$ cat config.mk
export PLATFORM = sky130hd
export DESIGN_NAME = uart_dbuf_tx
export DESIGN_NICKNAME = d
export VERILOG_FILES = /design/src/rtl/uart_tx_pkg.sv /design/src/rtl/uart_tx_baud.sv /design/src/rtl/uart_tx_hold.sv /design/src/rtl/uart_tx_shift.sv /design/src/rtl/uart_tx_irq.sv /design/src/rtl/uart_dbuf_tx.sv
export SDC_FILE = /design/constraint.sdc
export NUM_CORES = 1
export LEC_CHECK = 0
export BUFFER_PORTS_ARGS = -buffer_cell sky130_fd_sc_hd__buf_2
export CORE_MARGIN = 3
export CORE_UTILIZATION = 30
export DETAILED_ROUTE_END_ITERATION = 16
export PLACE_DENSITY = 0.51
export SYNTH_ARGS = -nofsm -noshare
export SYNTH_HDL_FRONTEND = slang
export SYNTH_SLANG_ARGS = --single-unit
export TNS_END_PERCENT = 100
$ cat constraint.sdc
create_clock -name clk -period 3.01 [get_ports clk]
set_input_delay 0.301 -clock clk [delete_from_list [all_inputs] [get_ports clk]]
set_output_delay 0.301 -clock clk [all_outputs]
set_load 0.05 [all_outputs]
$ cat src/rtl/uart_tx_pkg.sv
package uart_tx_pkg;

    typedef enum logic [2:0] {
        TX_IDLE,
        TX_START,
        TX_DATA,
        TX_PARITY,
        TX_STOP1,
        TX_STOP2
    } tx_state_e;

    typedef struct packed {
        logic char8;
        logic par_en;
        logic par_odd;
        logic stop2;
    } tx_fmt_t;

endpackage

$ cat src/rtl/uart_tx_baud.sv
module uart_tx_baud #(
    parameter int DIV_W      = 8,
    parameter int PRESCALE   = 4,
    parameter int OVERSAMPLE = 16
) (
    input  logic             clk,
    input  logic             rst_n,
    input  logic             run,
    input  logic             div4,
    input  logic [DIV_W-1:0] div_n,
    output logic             bit_tick
);
    localparam int PRE_W = (PRESCALE > 1) ? $clog2(PRESCALE) : 1;
    localparam int SUB_W = (OVERSAMPLE > 1) ? $clog2(OVERSAMPLE) : 1;
    localparam logic [PRE_W-1:0] PRE_LAST = PRE_W'(PRESCALE - 1);
    localparam logic [SUB_W-1:0] SUB_LAST = SUB_W'(OVERSAMPLE - 1);

    logic [PRE_W-1:0] pre_cnt;
    logic [DIV_W-1:0] div_cnt;
    logic [SUB_W-1:0] sub_cnt;
    logic             pre_tick;
    logic             div_tick;

    // Count source: clock or clock / PRESCALE
    assign pre_tick = !div4 || (pre_cnt == PRE_LAST);
    // Divide by n+1
    assign div_tick = pre_tick && (div_cnt >= div_n);
    // Divide by OVERSAMPLE to form one bit time
    assign bit_tick = div_tick && (sub_cnt == SUB_LAST);

    always_ff @(posedge clk) begin
        if (!rst_n || !run) begin
            pre_cnt <= '0;
            div_cnt <= '0;
            sub_cnt <= '0;
        end else begin
            if (pre_tick) begin
                pre_cnt <= '0;
            end else begin
                pre_cnt <= pre_cnt + 1'b1;
            end
            if (pre_tick) begin
                div_cnt <= div_tick ? '0 : div_cnt + 1'b1;
            end
            if (div_tick) begin
                sub_cnt <= (sub_cnt == SUB_LAST) ? '0 : sub_cnt + 1'b1;
            end
        end
    end

endmodule

$ cat src/rtl/uart_tx_hold.sv
module uart_tx_hold #(
    parameter int DATA_W = 8
) (
    input  logic              clk,
    input  logic              rst_n,
    input  logic              wr_en,
    input  logic [DATA_W-1:0] wr_data,
    input  logic              take,
    output logic              full,
    output logic [DATA_W-1:0] data
);
    always_ff @(posedge clk) begin
        if (!rst_n) begin
            full <= 1'b0;
            data <= '0;
        end else begin
            if (wr_en) begin
                // A write on the transfer edge refills the buffer.
                data <= wr_data;
                full <= 1'b1;
            end else if (take) begin
                full <= 1'b0;
            end
        end
    end

endmodule

$ cat src/rtl/uart_tx_shift.sv
module uart_tx_shift
    import uart_tx_pkg::*;
#(
    parameter int DATA_W = 8
) (
    input  logic              clk,
    input  logic              rst_n,
    input  logic              bit_tick,
    input  logic              hold_full,
    input  logic [DATA_W-1:0] hold_data,
    input  tx_fmt_t           fmt,
    output logic              take,
    output logic              run,
    output logic              txd,
    output logic              shift_done
);
    localparam int CNT_W = $clog2(DATA_W);
    localparam logic [CNT_W-1:0] LAST_LONG  = CNT_W'(DATA_W - 1);
    localparam logic [CNT_W-1:0] LAST_SHORT = CNT_W'(DATA_W - 2);
    localparam logic [DATA_W-1:0] MASK_SHORT = {1'b0, {(DATA_W-1){1'b1}}};

    tx_state_e         state, state_nx;
    logic [DATA_W-1:0] sh_q;
    logic [CNT_W-1:0]  idx_q;
    logic              char8_q;
    logic              par_en_q;
    logic              stop2_q;
    logic              par_q;
    logic              done_q;
    logic              last_bit;
    logic              last_stop;
    logic [DATA_W-1:0] load_mask;

    assign last_bit  = (idx_q == (char8_q ? LAST_LONG : LAST_SHORT));
    assign last_stop = (state == TX_STOP2) || ((state == TX_STOP1) && !stop2_q);
    assign take      = hold_full && ((state == TX_IDLE) || (bit_tick && last_stop));
    assign run       = (state != TX_IDLE);
    assign load_mask = fmt.char8 ? '1 : MASK_SHORT;

    // Next-state logic
    always_comb begin
        state_nx = state;
        unique case (state)
            TX_IDLE:   if (hold_full) state_nx = TX_START;
            TX_START:  if (bit_tick) state_nx = TX_DATA;
            TX_DATA:   if (bit_tick && last_bit) state_nx = par_en_q ? TX_PARITY : TX_STOP1;
            TX_PARITY: if (bit_tick) state_nx = TX_STOP1;
            TX_STOP1:  if (bit_tick) state_nx = stop2_q ? TX_STOP2
                                              : (hold_full ? TX_START : TX_IDLE);
            TX_STOP2:  if (bit_tick) state_nx = hold_full ? TX_START : TX_IDLE;
            default:   state_nx = TX_IDLE;
        endcase
    end

    // State register
    always_ff @(posedge clk) begin
        if (!rst_n) begin
            state <= TX_IDLE;
        end else begin
            state <= state_nx;
        end
    end

    // Frame datapath: shift register, bit index, latched format, flag
    always_ff @(posedge clk) begin
        if (!rst_n) begin
            sh_q     <= '0;
            idx_q    <= '0;
            char8_q  <= 1'b1;
            par_en_q <= 1'b0;
            stop2_q  <= 1'b0;
            par_q    <= 1'b0;
            done_q   <= 1'b1;
        end else if (take) begin
            sh_q     <= hold_data;
            idx_q    <= '0;
            char8_q  <= fmt.char8;
            par_en_q <= fmt.par_en;
            stop2_q  <= fmt.stop2;
            par_q    <= (^(hold_data & load_mask)) ^ fmt.par_odd;
            done_q   <= 1'b0;
        end else if (bit_tick) begin
            if (state == TX_DATA) begin
                sh_q  <= sh_q >> 1;
                idx_q <= idx_q + 1'b1;
            end
            if (last_stop) begin
                done_q <= 1'b1;
            end
        end
    end

    // Outputs
    always_comb begin
        txd = 1'b1;
        unique case (state)
            TX_IDLE:   txd = 1'b1;
            TX_START:  txd = 1'b0;
            TX_DATA:   txd = sh_q[0];
            TX_PARITY: txd = par_q;
            TX_STOP1:  txd = 1'b1;
            TX_STOP2:  txd = 1'b1;
            default:   txd = 1'b1;
        endcase
        shift_done = done_q;
    end

endmodule

$ cat src/rtl/uart_tx_irq.sv
module uart_tx_irq (
    input  logic clk,
    input  logic rst_n,
    input  logic sel_done,
    input  logic empty_flag,
    input  logic done_flag,
    output logic irq
);
    logic empty_prev;
    logic done_prev;

    always_ff @(posedge clk) begin
        if (!rst_n) begin
            empty_prev <= 1'b1;
            done_prev  <= 1'b1;
        end else begin
            empty_prev <= empty_flag;
            done_prev  <= done_flag;
        end
    end

    assign irq = sel_done ? (done_flag && !done_prev)
                          : (empty_flag && !empty_prev);

endmodule

$ cat src/rtl/uart_dbuf_tx.sv
module uart_dbuf_tx
    import uart_tx_pkg::*;
#(
    parameter int DATA_W = 8,
    parameter int DIV_W  = 8
) (
    input  logic              clk,
    input  logic              rst_n,
    input  logic              wr_en,
    input  logic [DATA_W-1:0] wr_data,
    input  logic              char8,
    input  logic              par_en,
    input  logic              par_odd,
    input  logic              stop2,
    input  logic              irq_sel,
    input  logic              brg_div4,
    input  logic [DIV_W-1:0]  brg_n,
    output logic              txd,
    output logic              buf_empty,
    output logic              shift_done,
    output logic              irq
);
    tx_fmt_t           fmt;
    logic              hold_full;
    logic [DATA_W-1:0] hold_data;
    logic              take;
    logic              run;
    logic              bit_tick;

    assign fmt.char8   = char8;
    assign fmt.par_en  = par_en;
    assign fmt.par_odd = par_odd;
    assign fmt.stop2   = stop2;
    assign buf_empty   = !hold_full;

    uart_tx_baud #(.DIV_W(DIV_W), .PRESCALE(4), .OVERSAMPLE(16)) u_baud (
        .clk      (clk),
        .rst_n    (rst_n),
        .run      (run),
        .div4     (brg_div4),
        .div_n    (brg_n),
        .bit_tick (bit_tick)
    );

    uart_tx_hold #(.DATA_W(DATA_W)) u_hold (
        .clk     (clk),
        .rst_n   (rst_n),
        .wr_en   (wr_en),
        .wr_data (wr_data),
        .take    (take),
        .full    (hold_full),
        .data    (hold_data)
    );

    uart_tx_shift #(.DATA_W(DATA_W)) u_shift (
        .clk        (clk),
        .rst_n      (rst_n),
        .bit_tick   (bit_tick),
        .hold_full  (hold_full),
        .hold_data  (hold_data),
        .fmt        (fmt),
        .take       (take),
        .run        (run),
        .txd        (txd),
        .shift_done (shift_done)
    );

    uart_tx_irq u_irq (
        .clk        (clk),
        .rst_n      (rst_n),
        .sel_done   (irq_sel),
        .empty_flag (buf_empty),
        .done_flag  (shift_done),
        .irq        (irq)
    );

endmodule

Word level (Yosys, flattened, before mapping) --
Index checks and enable logic that the tools add are counted.
Operators by class: $add $sub $neg 4, reduce and logical (&&, ||, !) cells 32, shift-type cells 0, div/mod/pow operators 0, bitwise operators 3, mux-type cells 24, order comparisons 1, equality and inequality tests 14, $mul 0
Operators with widths (count):
- two-way mux 8 bit | 5
- two-way mux 3 bit | 8
- case mux 3 bit (6 select lines) | 1
- inequality test 2 x 1 -> 1 bit (second input constant) | 5
- adder 8 x 1 -> 8 bit (second input constant) | 1
- bitwise AND 8 bit | 1
- >= comparator 8 bit | 1
- logical AND 1 bit | 8
- two-way mux 1 bit | 8
- nonzero test 2 bit | 4
- XOR reduction 8 bit | 1
- zero test 1 bit | 7
- equality test 3 x 2 -> 1 bit (second input constant) | 2
- equality test 3 bit (second input constant) | 2
- AND reduction 2 bit | 3
- AND reduction 6 bit | 1
- adder 4 x 1 -> 4 bit (second input constant) | 1
- equality test 4 bit (second input constant) | 1
- logical OR 1 bit | 4
- two-way mux 4 bit | 1
- OR reduction 2 bit | 2
- adder 3 x 1 -> 3 bit (second input constant) | 1
- equality test 3 x 1 -> 1 bit (second input constant) | 1
- equality test 3 bit | 1
- 8 further kinds | 8
Storage, ports and cells: bits in registers 44, memories 0, bits in latches 0, input bits 25, memory bits (read-only) 0, bits in writable memories 0, output and inout bits 4

Longest topological paths before layout --
Gate-level depths: netlist (run 1).
word-level depth 9, mapped depth 9, gate-level depth less buffers 8

Modules after synthesis --
Synthesis (run 1) repeated with hierarchy kept, for this count alone.
Second synthesis, totals: cells, all modules 271, area total of the unflattened synthesis 2469.9 sq um
By module, submodules not included:
- uart_tx_shift | area an instance 1183.6 sq um, cells an instance 135, times used 1
- uart_tx_baud | area an instance 873.3 sq um, cells an instance 100, times used 1
- uart_tx_hold | area an instance 335.3 sq um, cells an instance 28, times used 1
- uart_tx_irq | area an instance 73.8 sq um, cells an instance 7, times used 1
- uart_dbuf_tx | area an instance 3.8 sq um, cells an instance 1, times used 1

Worst setup path before layout (run 1) --
Ideal clock, no wire load.
path kind register -> register, start reg u_baud.div_cnt[0], end reg u_shift.sh_q[0], cell stages (with the launch flop) 10, arrival 2094 ps, period minus slack after synthesis 2180 ps, path slack 830 ps, cells stage by stage dfxtp_1 > inv_1 > ha_1 > nand2b_1 > a2111oi_4 > nor4_4 > o211ai_1 > buf_2 > a21oi_1 > a211oi_1
On the way: longest elaborated chain between the ends 8, elaborated cells between the ends (all ways) 10
Ends and longest elaborated chain:
- start, declared | line uart_tx_baud.sv:19 | logic [DIV_W-1:0] div_cnt;
- start signal, assigned | line uart_tx_baud.sv:43 | div_cnt <= div_tick ? '0 : div_cnt + 1'b1;
- >= comparator 8 bit * | line uart_tx_baud.sv:27 | assign div_tick = pre_tick && (div_cnt >= div_n);
- logical AND 1 bit * | line uart_tx_baud.sv:27
- logical AND 1 bit * | line uart_tx_baud.sv:29 | assign bit_tick = div_tick && (sub_cnt == SUB_LAST);
- logical AND 1 bit | line uart_tx_shift.sv:36 | assign take = hold_full && ((state == TX_IDLE) || (bit_tick && last_stop));
- logical OR 1 bit | line uart_tx_shift.sv:36
- logical AND 1 bit | line uart_tx_shift.sv:36
- nonzero test 2 bit (no source line)
- AND reduction 2 bit (no source line)
- end signal, assigned | line uart_tx_shift.sv:75 | sh_q <= hold_data;
- end signal, assigned | line uart_tx_shift.sv:84 | sh_q <= sh_q >> 1;
- end, declared | line uart_tx_shift.sv:23 | logic [DATA_W-1:0] sh_q;
Every way passes the cells marked *; elsewhere a longest branch is shown, timed or not. A chain may end at the register's enable or synchronous reset.

Worst setup path after layout (run 1) --
start reg u_baud.div_cnt[0], end reg u_shift.char8_q
On the way: longest elaborated chain between the ends 6
Ends and longest elaborated chain:
- >= comparator 8 bit | line uart_tx_baud.sv:27
- logical AND 1 bit | line uart_tx_baud.sv:27
- logical AND 1 bit | line uart_tx_baud.sv:29
- logical AND 1 bit | line uart_tx_shift.sv:36
- logical OR 1 bit | line uart_tx_shift.sv:36
- logical AND 1 bit | line uart_tx_shift.sv:36
- end signal, assigned | line uart_tx_shift.sv:77 | char8_q <= fmt.char8;
- end, declared | line uart_tx_shift.sv:25 | logic char8_q;
Every way passes these cells.

==> metrics.md, run 1 <==
| Metric | Value |
|---|---|
| Crit path largest cell delay | `0.44 ns` |
| Post-synthesis sequential area ratio | `39.24%` |
| H-tree depth | `2` |
| Slew HR | `59.98%` |
| Synthesized cell area | `0.002245 sq mm` |
| Drt pass-1 iters | `4` |
| Core Area | `0.007019 sq mm` |
| Hold Crit Class | `input pin to register` |
| MaxCap Viol Count | `0` |
| Synth Net Count | `288` |
| Ys Warns | `0` |
| Req. time, crit path | `3.20 ns` |
| Final period utilization | `84.96%` |
| Final Core Density | `37.29%` |
| Number of library cell types mapped by synthesis | `42` |
| Post-route DRC violation count | `0` |
| Clock network latency to the later pin of the worst-skew pair | `0.30 ns` |
| CTS Buf Count | `5` |
| Clk root buf | `clkbuf_8` |
| RSZ-0062 raised after global routing | `no` |
| R2R Path End | `u_shift.char8_q` |
| PostCTS Resize Cnt | `0` |
| Slew Viols, Final | `0` |
| Synth-to-Final Area Change | `16.61%` |
| GRT Overall Usage | `11.77%` |
| Antenna violations before repair | `0` |
| Reg2Reg Depth | `8` |
| Post-place setup slack | `0.4676 ns` |
| Fmax achieved | `391.1 MHz` |
| Post-CTS Hold Fix Bufs | `0` |
| Ant. Diodes | `0` |
| Worst setup EP type | `register` |
| CP top delay family | `compound AO/OA/AOI/OAI gates` |
| Vias in the first global route | `1754` |
| Critical path buffer and inverter count | `1` |
| Hpwl dp | `3.450 mm` |
| Status | `completed` |
| Top-area cell type share of the netlist area | `39.24%` |
| Synth area leaders | `dfxtp_1 39%, mux2i_1 8.0%, ha_1 6.7%` |
| Final instance area | `0.002618 sq mm` |
| Fin cells | `376` |
| Clock sink count | `44` |
| WHS Path Cells | `3` |
| Worst path cell trace | `inv_1 > ha_1 > nand2b_1 > a2111oi_4 > nor4_4 > o211ai_1 > nand2_1 > a211o_1` |
| # port buffers | `28` |
| Syn Area/Cell | `8.943 sq um` |
| Setup crit start kind | `register` |
| Fin nets | `316` |
| Fin Clk Skew | `0.01162 ns` |
| Yosys reg bits | `44` |
| Max clock buf depth | `2` |
| Crit path DAT | `2.75 ns` |
| Post-Synthesis Cells | `251` |
| Final WL | `4.661 mm` |
| Setup bufs post-CTS | `0` |
| Max FO, Critical Path | `8` |
| Leak | `1.112 nW` |
| Vias per inst | `4.824` |
| Reg2Reg Setup Slack | `0.45 ns` |
| First-pass GRT wire length | `8.148 mm` |
| Number of synthesized flops with an enable pin | `0` |
| Ys flop type | `dfxtp_1` |
| Final Setup Violations | `0` |
| Crit Path Category | `register to register` |
| Largest net degree at the start of global routing | `18` |
| Via Count | `1814` |
| CP max stage cell | `o211ai_1` |
| Pin slew with the least headroom to its limit | `0.5964 ns` |
| Final hold vios | `0` |
| GR Overflow Total | `0` |
| R2r startpoint | `u_baud.div_cnt[0]` |
| FFs w/ async S/R, synth | `0%` |
| Setup ws final | `0.4528 ns` |
| Placed cell count | `368` |
| Starting Density | `31.98%` |
| Ratio of cells with drive above 1 in the final layout | `17.14%` |
| Post-synth top cells | `44 x dfxtp_1, 25 x nor2_1, 22 x a21oi_1, 18 x mux2i_1, 15 x inv_1` |
| Die Wd | `92.50 um` |
| Clock Pin Slew Worst Setup and Hold Paths | `0.08 ns` |
| Setup TNS | `0 ns` |
| Peak VDD IR | `223.3 uV` |
| Die H | `92.50 um` |
| Hold endpoint | `u_hold.data[2]` |
| Tmin final | `2.557 ns` |
| GPL Wtd Cong | `0.7543` |
| Most common cell in the synthesized netlist | `dfxtp_1` |
| FP Rows | `30` |
| Hold_sp | `wr_data[2]` |
| Post-DP Area | `0.002491 sq mm` |
| Routed len/inst | `12.40 um` |
| I/O pins | `29` |
| Antenna-violating nets left | `0` |
| Pwr dens | `506.4 mW/mm^2` |
| CTS tree | `built` |
| Die Footprint | `0.008556 sq mm` |
| Number of DRC markers in iteration 0 | `65` |
| Synth area leader | `dfxtp_1` |
## routing by layer
layer	wire length (um)	global-route usage, %	vias up	share of wire (%)
met2	2087	18.55	29	45
met5	0	0	-	0
met4	56	4.208	0	1.2
met3	147	2.518	5	3.2
li1	-	-	944	-
met1	2370	15.81	836	51
## worst max path at each step
stage,to,cells past startpoint,from
finish,u_shift.char8_q,8,u_baud.div_cnt[0]
global route,u_shift.char8_q,8,u_baud.div_cnt[0]
CTS,u_shift.char8_q,8,u_baud.div_cnt[0]
detailed placement,u_shift.char8_q,8,u_baud.div_cnt[0]
global placement,u_shift.sh_q[0],8,u_baud.div_cnt[0]
floorplan,u_shift.sh_q[0],9,u_baud.div_cnt[0]
## layout make-up
type                            count  area [sq um]
Tap cell                           96         120.1
Fill cell                         731          4402
Timing Repair Buffer               33         177.7
Clock buffer                        7         96.34
Inverter                           16         60.06
Sequential cell                    44         880.8
Clock inverter                      1         30.03
Multi-Input combinational cell    179          1252
## per-stage QoR
step / total power, W / hold WS (ns)
2_1_floorplan: 0.0007876 / 0.4084
3_3_place_gp: 0.0008402 / 0.4203
3_5_place_dp: 0.0008415 / 0.4273
4_1_cts: 0.001350 / 0.2198
5_1_grt: 0.001401 / 0.2382
6_report: 0.001326 / 0.2291
## cells in the final DEF (no fill, tap or decap), types with 2 or more instances in the layout
| master | Yosys | final |
|---|---|---|
| ha_1 | 12 | 12 |
| nor3_1 | 8 | 8 |
| nand2b_1 | 4 | 4 |
| or3_1 | 2 | 2 |
| nand3_1 | 8 | 8 |
| xor2_1 | 9 | 9 |
| nand4_1 | 3 | 3 |
| o21ai_0 | 4 | 4 |
| nor2_1 | 25 | 25 |
| o21ai_1 | 3 | 3 |
| inv_1 | 15 | 15 |
| o221a_2 | 2 | 2 |
| buf_4 | 1 | 5 |
| o22ai_1 | 2 | 2 |
| buf_2 | 2 | 28 |
| o211ai_1 | 6 | 6 |
| o31ai_1 | 2 | 2 |
| nand2_1 | 11 | 11 |
| a211oi_1 | 8 | 8 |
| a21oi_1 | 22 | 22 |
| clkbuf_8 | 0 | 7 |
| and3_1 | 3 | 3 |
| dfxtp_1 | 44 | 44 |
| xnor2_1 | 10 | 10 |
| o21a_1 | 2 | 2 |
| mux2i_1 | 18 | 18 |
## sequential cells by signal, summed over array words and instances (netlist names)
| name | flops |
|---|---|
| u_baud.div_cnt | 8 |
| u_baud.pre_cnt | 2 |
| u_baud.sub_cnt | 4 |
| u_hold.data | 8 |
| u_hold.full | 1 |
| u_irq.done_prev | 1 |
| u_irq.empty_prev | 1 |
| u_shift.char8_q | 1 |
| u_shift.idx_q | 3 |
| u_shift.par_en_q | 1 |
| u_shift.par_q | 1 |
| u_shift.sh_q | 8 |
| u_shift.shift_done | 1 |
| u_shift.state | 3 |
| u_shift.stop2_q | 1 |
## tightest hold or removal path, cell delays in order
cell and delay [ns]:
buf_2 0.07, mux2i_1 0.05, nor2_1 0.07
## cells by family after synthesis
| kind of cell | synth area share [%] |
|---|---|
| XOR/XNOR | 7.414 |
| AND/OR/NAND/NOR | 16.17 |
| buffers and inverters | 4.961 |
| flip-flops | 39.24 |
| AO/OA/AOI/OAI | 17.50 |
| multiplexers | 8.027 |
| adder cells (fa/ha/maj) | 6.689 |
## where the power goes
group | switching, W | total (W) | internal, W
Clock | 0.000206 | 0.000499 | 0.000293
Sequential | 0.0000284 | 0.000639 | 0.000610
Combinational | 0.000104 | 0.000187 | 0.0000827
Power figures use the tool's default switching activity.
==> run 2: changes to the inputs <==
==> constraint.sdc (replaced) <==
create_clock -name clk -period 2.38 [get_ports clk]
set_input_delay 0.238 -clock clk [delete_from_list [all_inputs] [get_ports clk]]
set_output_delay 0.238 -clock clk [all_outputs]
set_load 0.05 [all_outputs]
==> metrics.md, run 2 (same netlist as run 1, synthesis figures left out) <==
| Metric | Value |
|---|---|
| Post-CTS Hold Fix Bufs | `0 (unchanged)` |
| Max FO, Critical Path | `8 (unchanged)` |
| Fin Clk Skew | `0.009928 ns (was 0.01162 ns)` |
| Sw power | `0.0004295 W (was 0.0003393 W)` |
| Die Footprint | `0.008556 sq mm (unchanged)` |
| Number of DRC markers in iteration 0 | `65 (unchanged)` |
| Synth-to-Final Area Change | `20.51% (was 16.61%)` |
| Post-route DRC violation count | `0 (unchanged)` |
| Peak VDD IR | `314.6 uV (was 223.3 uV)` |
| Switch share | `25.45% (was 25.60%)` |
| Fin cells | `383 (was 376)` |
| Share of total power in combinational logic | `15.4% (was 14.1%)` |
| P_int | `0.001258 W (was 0.0009862 W)` |
| Die Wd | `92.50 um (unchanged)` |
| Clock Pin Slew Worst Setup and Hold Paths | `0.08 ns (about the same)` |
| Worst setup EP type | `register (unchanged)` |
| Req. time, crit path | `2.58 ns (was 3.20 ns)` |
| MaxCap Viol Count | `0 (unchanged)` |
| Final period utilization | `93.80% (was 84.96%)` |
| Ratio of cells with drive above 1 in the final layout | `20.91% (was 17.14%)` |
| Reg power frac | `47.5% (was 48.2%)` |
| I/O pins | `29 (unchanged)` |
| Via Count | `1807 (was 1814)` |
| Leak | `1.164 nW (was 1.112 nW)` |
| Worst path cell trace | `inv_1 > ha_1 > nand2b_4 > a2111oi_4 > nor4_4 > buf_4 > o211ai_1 > buf_4 > buf_12 > a21oi_1 > a211oi_1 (was inv_1 > ha_1 > nand2b_1 > a2111oi_4 > nor4_4 > o211ai_1 > nand2_1 > a211o_1)` |
| Max clock buf depth | `2 (unchanged)` |
| Clock network latency to the later pin of the worst-skew pair | `0.30 ns (about the same)` |
| Largest regs | `u_baud.div_cnt: 8 flops, u_hold.data: 8 flops, u_shift.sh_q: 8 flops (unchanged)` |
| CTS tree | `built (unchanged)` |
| Pin slew with the least headroom to its limit | `0.5522 ns (was 0.5964 ns)` |
| Drt pass-1 iters | `4 (unchanged)` |
| Core Area | `0.007019 sq mm (unchanged)` |
| Placed cell count | `373 (was 368)` |
| Fin nets | `323 (was 316)` |
| Tmin final | `2.232 ns (was 2.557 ns)` |
| WHS | `0.1717 ns (was 0.2291 ns)` |
| Die H | `92.50 um (unchanged)` |
| Clk root buf | `clkbuf_8 (unchanged)` |
| Starting Density | `31.98% (unchanged)` |
| Setup crit start kind | `register (unchanged)` |
| GRT Overall Usage | `11.67% (was 11.77%)` |
| Hold Crit Class | `input pin to register (unchanged)` |
| Final hold vios | `0 (unchanged)` |
| Fmax achieved | `447.9 MHz (was 391.1 MHz)` |
| Crit path largest cell delay | `0.35 ns (was 0.44 ns)` |
| Clock share of power | `37.2% (was 37.7%)` |
| Final Setup Violations | `0 (unchanged)` |
| Vias per inst | `4.718 (was 4.824)` |
| Hpwl dp | `3.453 mm (was 3.450 mm)` |
| GPL Wtd Cong | `0.7319 (was 0.7543)` |
| Slew HR | `62.96% (was 59.98%)` |
| Antenna-violating nets left | `0 (unchanged)` |
| First-pass GRT wire length | `8.100 mm (was 8.148 mm)` |
| Vias in the first global route | `1740 (was 1754)` |
| CP dominant cell by count | `buf_4` |
| Crit Path Category | `register to register (unchanged)` |
| Antenna violations before repair | `0 (unchanged)` |
| Pwr dens | `623.9 mW/mm^2 (was 506.4 mW/mm^2)` |
| Commonest cells after routing, fill and taps aside | `43 x dfxtp_1, 28 x buf_2, 25 x nor2_1, 22 x a21oi_1, 18 x mux2i_1 (was 44 x dfxtp_1, 28 x buf_2, 25 x nor2_1, 22 x a21oi_1, 18 x mux2i_1)` |
| GR Overflow Total | `0 (unchanged)` |
| CP max stage cell | `a2111oi_4 (was o211ai_1)` |
| Slew Viols, Final | `0 (unchanged)` |
| Routed len/inst | `12.40 um (about the same)` |
| Fillcell total | `717 (was 731)` |
| Crit path DAT | `2.43 ns (was 2.75 ns)` |
| FP Rows | `30 (unchanged)` |
| Final WL | `4.750 mm (was 4.661 mm)` |
| Most common cell after layout, fill and taps aside | `dfxtp_1 (unchanged)` |
| Largest net degree at the start of global routing | `18 (unchanged)` |
| CTS Buf Count | `5 (unchanged)` |
| Status | `completed (unchanged)` |
| Ant. Diodes | `0 (unchanged)` |
| Clock sink count | `44 (unchanged)` |
| Reg2Reg Setup Slack | `0.15 ns (was 0.45 ns)` |
| # port buffers | `28 (unchanged)` |
| H-tree depth | `2 (unchanged)` |
-- run 2: changes by cell type in the layout (fill, tap and decap cells not counted), sizes merged --
cell / delta
buf: +7
-- run 2: area by class of cell --
type | count | area, sq um | share of cell area (%)
clock buffers | 7 | 96.34 | 3.562
inverters | 16 | 60.06 | 2.220
well taps | 96 | 120.1 | 4.440
clock inverters | 1 | 30.03 | 1.110
flip-flops and latches | 44 | 882.1 | 32.61
repair buffers | 40 | 242.7 | 8.973
multi-input cells | 179 | 1274 | 47.09
-- run 2: final timing paths --
path | cells after the start | startpoint | to
setup / recovery | 11 | u_baud.div_cnt[0] | u_shift.sh_q[2]
hold / removal | 3 | wr_data[7] | u_hold.data[7]
setup reg to reg | 11 | u_baud.div_cnt[0] | u_shift.sh_q[2]
hold reg to reg | 1 | u_baud.pre_cnt[0] | u_baud.pre_cnt[0]
-- run 2: metrics by stage --
| stage | power [W] | TNS (ns) | utilization (%) | cell area (sq um) | worst slack [ns] |
|---|---|---|---|---|---|
| after floorplan | 0.0009960 | 0 | - | 2245 | 0.2003 |
| after global placement | 0.001074 | 0 | 36.03 | 2529 | 0.1531 |
| after detailed placement | 0.001076 | 0 | 36.03 | 2529 | 0.09116 |
| after CTS | 0.001715 | 0 | 37.83 | 2655 | 0.05192 |
| after global routing | 0.001774 | -0.01072 | 38.54 | 2705 | -0.004598 |
| final | 0.001688 | 0 | 38.54 | 2705 | 0.1476 |
-- run 2: timing repair --
| action | in CTS | in global routing |
|---|---|---|
| hold endpoints to repair | 0 | 0 |
| setup buffers | 0 | 2 |
| resized for setup | 0 | 6 |
| setup endpoints to repair | 0 | 15 |
-- run 2: worst max-delay path, delay by kind of cell (launching register included) --
kind | cells | cell delay, ns
simple gates | 2 | 0.23
buf+inv | 4 | 0.52
fa+ha+maj | 1 | 0.26
compound gates | 4 | 0.79
flops | 1 | 0.33
-- run 2: power groups by stage --
stage | Sequential, W | Combinational [W] | Clock [W]
after global placement | 0.000818 | 0.000256 | 0
after floorplan | 0.000813 | 0.000183 | 0
after CTS | 0.000801 | 0.000258 | 0.000655
final | 0.000801 | 0.000259 | 0.000628
after global routing | 0.000807 | 0.000291 | 0.000676
after detailed placement | 0.000819 | 0.000257 | 0
-- run 2: routing by layer --
layer  global-route usage, %  routed length (um)  up-vias
met2                   17.28                2035       34
li1                        -                   -      959
met1                   16.26                2432      809
met4                   4.455                  32        0
met3                   2.843                 250        5
met5                       0                   0        -
